`src/rtl/extirq_pkg.sv`:
```
package extirq_pkg;
  localparam int MAX_LINES = 32;
  localparam int DW        = 32;

  localparam logic [5:0] SENSE_LOW  = 6'h01;
  localparam logic [5:0] SENSE_HIGH = 6'h02;
  localparam logic [5:0] SENSE_FALL = 6'h04;
  localparam logic [5:0] SENSE_RISE = 6'h08;
  localparam logic [5:0] SENSE_BOTH = 6'h0C;

  localparam logic [11:0] OFS_REQ  = 12'h000;
  localparam logic [11:0] OFS_ENCL = 12'h004;
  localparam logic [11:0] OFS_ENST = 12'h008;
  localparam logic [11:0] OFS_DET  = 12'h100;
  localparam logic [11:0] OFS_MON  = 12'h104;

  typedef struct packed {
    logic [DW-1:0] enSet;
    logic [DW-1:0] enClr;
    logic [DW-1:0] detClr;
    logic          cfgWr;
    logic [4:0]    cfgIdx;
    logic [DW-1:0] cfgData;
  } busStrobeT;
endpackage

```
`src/rtl/extirq_ctrl.sv`:
```
module extirq_ctrl
  import extirq_pkg::*;
#(
  parameter int NUM_LINES = 32
) (
  input  logic                 busSel,
  input  logic                 busWr,
  input  logic [11:0]          busAddr,
  input  logic [DW-1:0]        busWdata,
  input  logic [NUM_LINES-1:0] detVec,
  input  logic [NUM_LINES-1:0] enVec,
  input  logic [NUM_LINES-1:0] monVec,
  input  logic [NUM_LINES-1:0] irqVec,
  input  logic [DW-1:0]        cfgRdData,
  output logic [4:0]           cfgRdIdx,
  output busStrobeT            strobes,
  output logic [DW-1:0]        busRdata
);
  logic wrEn;
  logic inCfgWin;
  logic cfgHit;
  logic [DW-1:0] detPad, enPad, monPad, irqPad;

  assign wrEn     = busSel && busWr;
  assign inCfgWin = (busAddr[11:7] == 5'b00011) && (busAddr[1:0] == 2'b00);
  assign cfgRdIdx = busAddr[6:2];
  assign cfgHit   = inCfgWin && (int'(busAddr[6:2]) < NUM_LINES);

  always_comb begin
    strobes         = '0;
    strobes.cfgIdx  = busAddr[6:2];
    strobes.cfgData = busWdata;
    if (wrEn) begin
      strobes.enSet  = (busAddr == OFS_ENST) ? busWdata : '0;
      strobes.enClr  = (busAddr == OFS_ENCL) ? busWdata : '0;
      strobes.detClr = (busAddr == OFS_DET)  ? busWdata : '0;
      strobes.cfgWr  = cfgHit;
    end
  end

  always_comb begin
    detPad = '0; enPad = '0; monPad = '0; irqPad = '0;
    detPad[NUM_LINES-1:0] = detVec;
    enPad[NUM_LINES-1:0]  = enVec;
    monPad[NUM_LINES-1:0] = monVec;
    irqPad[NUM_LINES-1:0] = irqVec;
  end

  always_comb begin
    busRdata = '0;
    if (cfgHit) busRdata = cfgRdData;
    else begin
      case (busAddr)
        OFS_REQ:  busRdata = irqPad;
        OFS_ENCL: busRdata = enPad;
        OFS_DET:  busRdata = detPad;
        OFS_MON:  busRdata = monPad;
        default:  busRdata = '0;
      endcase
    end
  end
endmodule

```
`src/rtl/extirq_datapath.sv`:
```
module extirq_datapath
  import extirq_pkg::*;
#(
  parameter int NUM_LINES = 32
) (
  input  logic                 clk,
  input  logic                 rstN,
  input  busStrobeT            strobes,
  input  logic [NUM_LINES-1:0] lineIn,
  input  logic [4:0]           cfgRdIdx,
  output logic [DW-1:0]        cfgRdData,
  output logic [NUM_LINES-1:0] detVec,
  output logic [NUM_LINES-1:0] enVec,
  output logic [NUM_LINES-1:0] monVec,
  output logic [NUM_LINES-1:0] irqVec
);
  logic [NUM_LINES-1:0] syncA, syncB, prevB, hitVec;
  logic [DW-1:0]        cfgReg [NUM_LINES];

  always_ff @(posedge clk or negedge rstN) begin
    if (!rstN) begin
      syncA <= '0;
      syncB <= '0;
      prevB <= '0;
    end else begin
      syncA <= lineIn;
      syncB <= syncA;
      prevB <= syncB;
    end
  end
  assign monVec = syncB;

  for (genvar g = 0; g < NUM_LINES; g++) begin : gLine
    logic [5:0] sense;
    logic       rise, fall;

    always_ff @(posedge clk or negedge rstN) begin
      if (!rstN) cfgReg[g] <= '0;
      else if (strobes.cfgWr && (int'(strobes.cfgIdx) == g)) cfgReg[g] <= strobes.cfgData;
    end

    assign sense = cfgReg[g][5:0];
    assign rise  = syncB[g] && !prevB[g];
    assign fall  = !syncB[g] && prevB[g];

    always_comb begin
      case (sense)
        SENSE_LOW:  hitVec[g] = !syncB[g];
        SENSE_HIGH: hitVec[g] = syncB[g];
        SENSE_FALL: hitVec[g] = fall;
        SENSE_RISE: hitVec[g] = rise;
        SENSE_BOTH: hitVec[g] = rise || fall;
        default:    hitVec[g] = 1'b0;
      endcase
    end
  end

  assign cfgRdData = (int'(cfgRdIdx) < NUM_LINES) ? cfgReg[cfgRdIdx] : '0;

  always_ff @(posedge clk or negedge rstN) begin
    if (!rstN) begin
      detVec <= '0;
      enVec  <= '0;
      irqVec <= '0;
    end else begin
      detVec <= (detVec | hitVec) & ~strobes.detClr[NUM_LINES-1:0];
      enVec  <= (enVec | strobes.enSet[NUM_LINES-1:0]) & ~strobes.enClr[NUM_LINES-1:0];
      irqVec <= detVec & enVec;
    end
  end
endmodule

```
`src/rtl/extirq_sense_ctrl.sv`:
```
module extirq_sense_ctrl
  import extirq_pkg::*;
#(
  parameter int NUM_LINES = 32
) (
  input  logic                 clk,
  input  logic                 rstN,
  input  logic                 busSel,
  input  logic                 busWr,
  input  logic [11:0]          busAddr,
  input  logic [31:0]          busWdata,
  output logic [31:0]          busRdata,
  input  logic [NUM_LINES-1:0] lineIn,
  output logic [NUM_LINES-1:0] irqOut
);
  busStrobeT            strobes;
  logic [NUM_LINES-1:0] detVec, enVec, monVec;
  logic [DW-1:0]        cfgRdData;
  logic [4:0]           cfgRdIdx;

  extirq_ctrl #(.NUM_LINES(NUM_LINES)) u_ctrl (
    .busSel(busSel), .busWr(busWr), .busAddr(busAddr), .busWdata(busWdata),
    .detVec(detVec), .enVec(enVec), .monVec(monVec), .irqVec(irqOut),
    .cfgRdData(cfgRdData), .cfgRdIdx(cfgRdIdx), .strobes(strobes),
    .busRdata(busRdata)
  );

  extirq_datapath #(.NUM_LINES(NUM_LINES)) u_dp (
    .clk(clk), .rstN(rstN), .strobes(strobes), .lineIn(lineIn),
    .cfgRdIdx(cfgRdIdx), .cfgRdData(cfgRdData),
    .detVec(detVec), .enVec(enVec), .monVec(monVec), .irqVec(irqOut)
  );
endmodule

```
`config.mk`:
```
export PLATFORM = sky130hd
export DESIGN_NAME = extirq_sense_ctrl
export DESIGN_NICKNAME = d
export VERILOG_FILES = /design/src/rtl/extirq_pkg.sv /design/src/rtl/extirq_ctrl.sv /design/src/rtl/extirq_datapath.sv /design/src/rtl/extirq_sense_ctrl.sv
export SDC_FILE = /design/constraint.sdc
export NUM_CORES = 2
export LEC_CHECK = 0
export BUFFER_PORTS_ARGS = -buffer_cell sky130_fd_sc_hd__buf_2
export CAP_MARGIN = 20
export CORE_MARGIN = 2
export CORE_UTILIZATION = 41
export DETAILED_ROUTE_END_ITERATION = 10
export GPL_ROUTABILITY_DRIVEN = 0
export GPL_TIMING_DRIVEN = 0
export SYNTH_ARGS = -nofsm -noshare
export SYNTH_HDL_FRONTEND = slang
export SYNTH_SLANG_ARGS = --single-unit
export TNS_END_PERCENT = 10
```
`constraint.sdc`:
```
create_clock -name clk -period 3.32 [get_ports clk]
set_input_delay 0.83 -clock clk [delete_from_list [all_inputs] [get_ports clk]]
set_output_delay 0.83 -clock clk [all_outputs]
set_load 0.01 [all_outputs]
```
==> metrics.yaml <==
clock_tree:
  cts_tree: "built"
  h-tree-depth: 4
  cts_buffers: 136
  cts_root_buffer: "clkbuf_16"
  clock_path_buffers: 3
  path_clk_slew_ns: 0.06
  clk_latency_ns: 0.79
  clock-sinks: 1216
sta:
  setup_viol: 36
  holdWs_ns: 0.144
  worst_pin_slew_ns: 1.30
  finalMaxSlewViolations: 0
  fin_crit_sh: 1.30
  final.min_clock_period_ns: 4.32
  clock_skew_ns: 0.0204
  finalHoldViolations: 0
  slew_headroom: 0.133
  fmax_ghz: 0.231
  layout_setup_ws_ns: -1.00
  rsz0062_at_grt: "yes"
outcome:
  failed_checks: "setup timing"
  status: "finished with violations"
setup_path:
  critPathCaptureType: "primary output"
  start_kind: "input pin"
  required_ns: 2.49
  reg2reg_depth: 6
  arrival_ns: 3.49
  path_max_fanout: 5
  worstSetupPathType: "input pin to primary output"
yosys:
  yosysMostFrequentCell: "dfrtp_1"
  netlist_top_cells_count: "1216 x dfrtp_1, 928 x mux2_2, 221 x mux2i_1, 169 x clkbuf_1, 169 x mux4_2"
  ys.flop_type: "dfrtp_1"
  synth_edf_count: 0
  yosysWarnings: 0
  ys_async_sr_fraction: 1.00
  ys_types: 54
  postSynthCellCount: 3978
  syn_nets: 4122
  synth_top_area_frac: 0.540
  postSynthAreaPerCell_um2: 14.2
  synth.area.top_cells: "dfrtp_1 54%, mux2_2 19%, mux4_2 6.8%, mux2i_1 3.9%, mux2_4 1.6%"
  synth_seq_cells: 1216
  syn_area_um2: 56300
  ys_seq_area_frac: 0.540
  yosys.area.top_type: "dfrtp_1"
detailed_routing:
  drc: 0
  ant_nets: 0
  vias: 38900
  drt_iter0_markers: 4646
  wl_um: 213000
  viasPerCell: 6.21
  first_pass_iters: 9
  post_drt_wl_per_cell_um: 33.9
job:
  maxCapViolations: 0
pwr:
  ir_worst_vdd_mv: 0.546
  leakage_nw: 32.1
  p_per_area_nw_per_um2: 490
floorplanning:
  fp.coreArea_um2: 137000
  rows: 136
  die_area_um2: 140000
  die_y_um: 375
  die_w_um: 375
  num_io_pins: 144
  start_util: 0.411
place:
  post-dp-hpwl_um: 152000
  io_buffers: 140
global_route:
  antenna_found_initial: 19
  busiest_layer: "met2"
  overflow: 0
  grt_pass1_vias: 38700
  grt_pass1_wl_um: 298000
  grt_max_degree: 166
  grt_use_total: 0.301
  met3_usage: 0.0831
  grt.met2_usage: 0.437
  grt_util_met1: 0.408
cells_and_area:
  area_growth_pct: 18.5
  drive_gt1_frac: 0.434
  multi_input_area_um2: 24700
  final_util: 0.487
  finalNetCount: 4500
  regArea_um2: 30400
  fillers: 11900
worst_hold_path:
  worstHoldPathType: "input pin to flip-flop"
  worstHoldPathCells: 1
-- sequential cells by signal, indices dropped and copies added, names as in the netlist --
register,count
u_dp.enVec,32
u_dp.prevB,32
u_dp.detVec,32
u_dp.cfgReg,1024
u_dp.irqVec,32
u_dp.monVec,32
u_dp.syncA,32
-- cells in the final DEF (no fill, tap or decap), types with 14 or more instances in the layout --
cell / count
a211oi_1: 37
a21o_1: 67
a21oi_1: 66
a221oi_1: 20
a222oi_1: 32
a31oi_1: 118
and2_1: 34
buf_12: 34
buf_2: 234
buf_4: 72
buf_6: 28
buf_8: 30
clkbuf_1: 154
clkbuf_16: 147
clkbuf_2: 14
clkbuf_4: 18
clkbuf_8: 28
clkinv_2: 27
dfrtp_1: 1216
ha_1: 64
inv_1: 96
mux2_1: 38
mux2_2: 928
mux2_4: 60
mux2i_1: 212
mux4_2: 169
nand2_1: 36
nor2_1: 105
nor4_1: 23
o211ai_1: 23
o21ai_0: 80
o221ai_1: 29
o22ai_1: 27
-- routing by layer --
metal / wire, µm / vias up
li1: - / 15600
met1: 86600 / 20700
met2: 91100 / 2024
met3: 21000 / 552
met4: 13700 / 22
met5: 184 / -
-- report_power, final --
group / internal (mW) / total (mW) / switching, mW / leakage, nW
combinational: 0.588 / 2.11 / 1.52 / 13.2
clock: 9.15 / 15.6 / 6.44 / 2.25
sequential: 14.9 / 15.0 / 0.0948 / 16.6
total: 24.6 / 32.7 / 8.05 / 32.1
-- final timing paths --
kind | start | end | slack (ns)
setup / recovery | busAddr[3] | busRdata[18] | -1.00
hold / removal | lineIn[21] | u_dp.syncA[21] | 0.14
setup reg to reg | u_dp.monVec[16] | u_dp.detVec[16] | 1.20
min in group asynchronous | rstN | u_dp.syncA[7] | 0.56
max in group asynchronous | rstN | u_dp.cfgReg[212] | 0.52
hold reg to reg | u_dp.syncA[4] | u_dp.monVec[4] | 0.34
-- worst max-delay path, stage by stage --
cell and delay (ns):
buf_12 0.10, buf_12 0.14, buf_12 0.11, nor2_4 0.04, nand2_4 0.08, buf_4 0.12
nor4_4 0.03, buf_4 0.15, buf_6 0.12, a222oi_1 1.09, o211ai_1 0.40, buf_2 0.26
-- cells by family after synthesis --
family          count (synthesis)  synth area share
flops                        1216             0.540
simple gates                  265            0.0254
buf+inv                       436            0.0339
compound gates                581            0.0706
mux                          1416             0.316
fa+ha+maj                      64            0.0142
-- cell type report --
cell class | count | area share
tap | 1794 | 0.0336
clock inverter | 48 | 0.00785
clock buffer | 200 | 0.0604
antenna | 6 | 0.000225
buffer | 338 | 0.0367
multi-input combinational | 2326 | 0.371
sequential | 1216 | 0.456
timing repair buffer | 242 | 0.0292
inverter | 96 | 0.00540
-- through the flow --
stage | cells | cell area, µm² | setup TNS, ns | power, mW | setup WS [ns]
2_1_floorplan | 3978 | 56400 | -0.422 | 15.9 | -0.0552
3_3_place_gp | 5912 | 59300 | - | 17.1 | -25.81
3_5_place_dp | 5954 | 60000 | -494.90 | 17.1 | -2.77
4_1_cts | 6244 | 66300 | -21.07 | 32.8 | -0.765
5_1_grt | 6261 | 66700 | -23.01 | 33.5 | -0.917
6_report | 6266 | 66700 | -23.22 | 32.7 | -1.00
-- timing repair --
item,4_1_cts,5_1_grt
pin swaps,33,20
gates cloned,1,0
endpoints found under the setup margin,32,32
endpoints found under the hold margin,60,0
resized for setup,392,60
setup buffers,42,16
hold buffers,1,0
(Power assumes the default switching activity.)
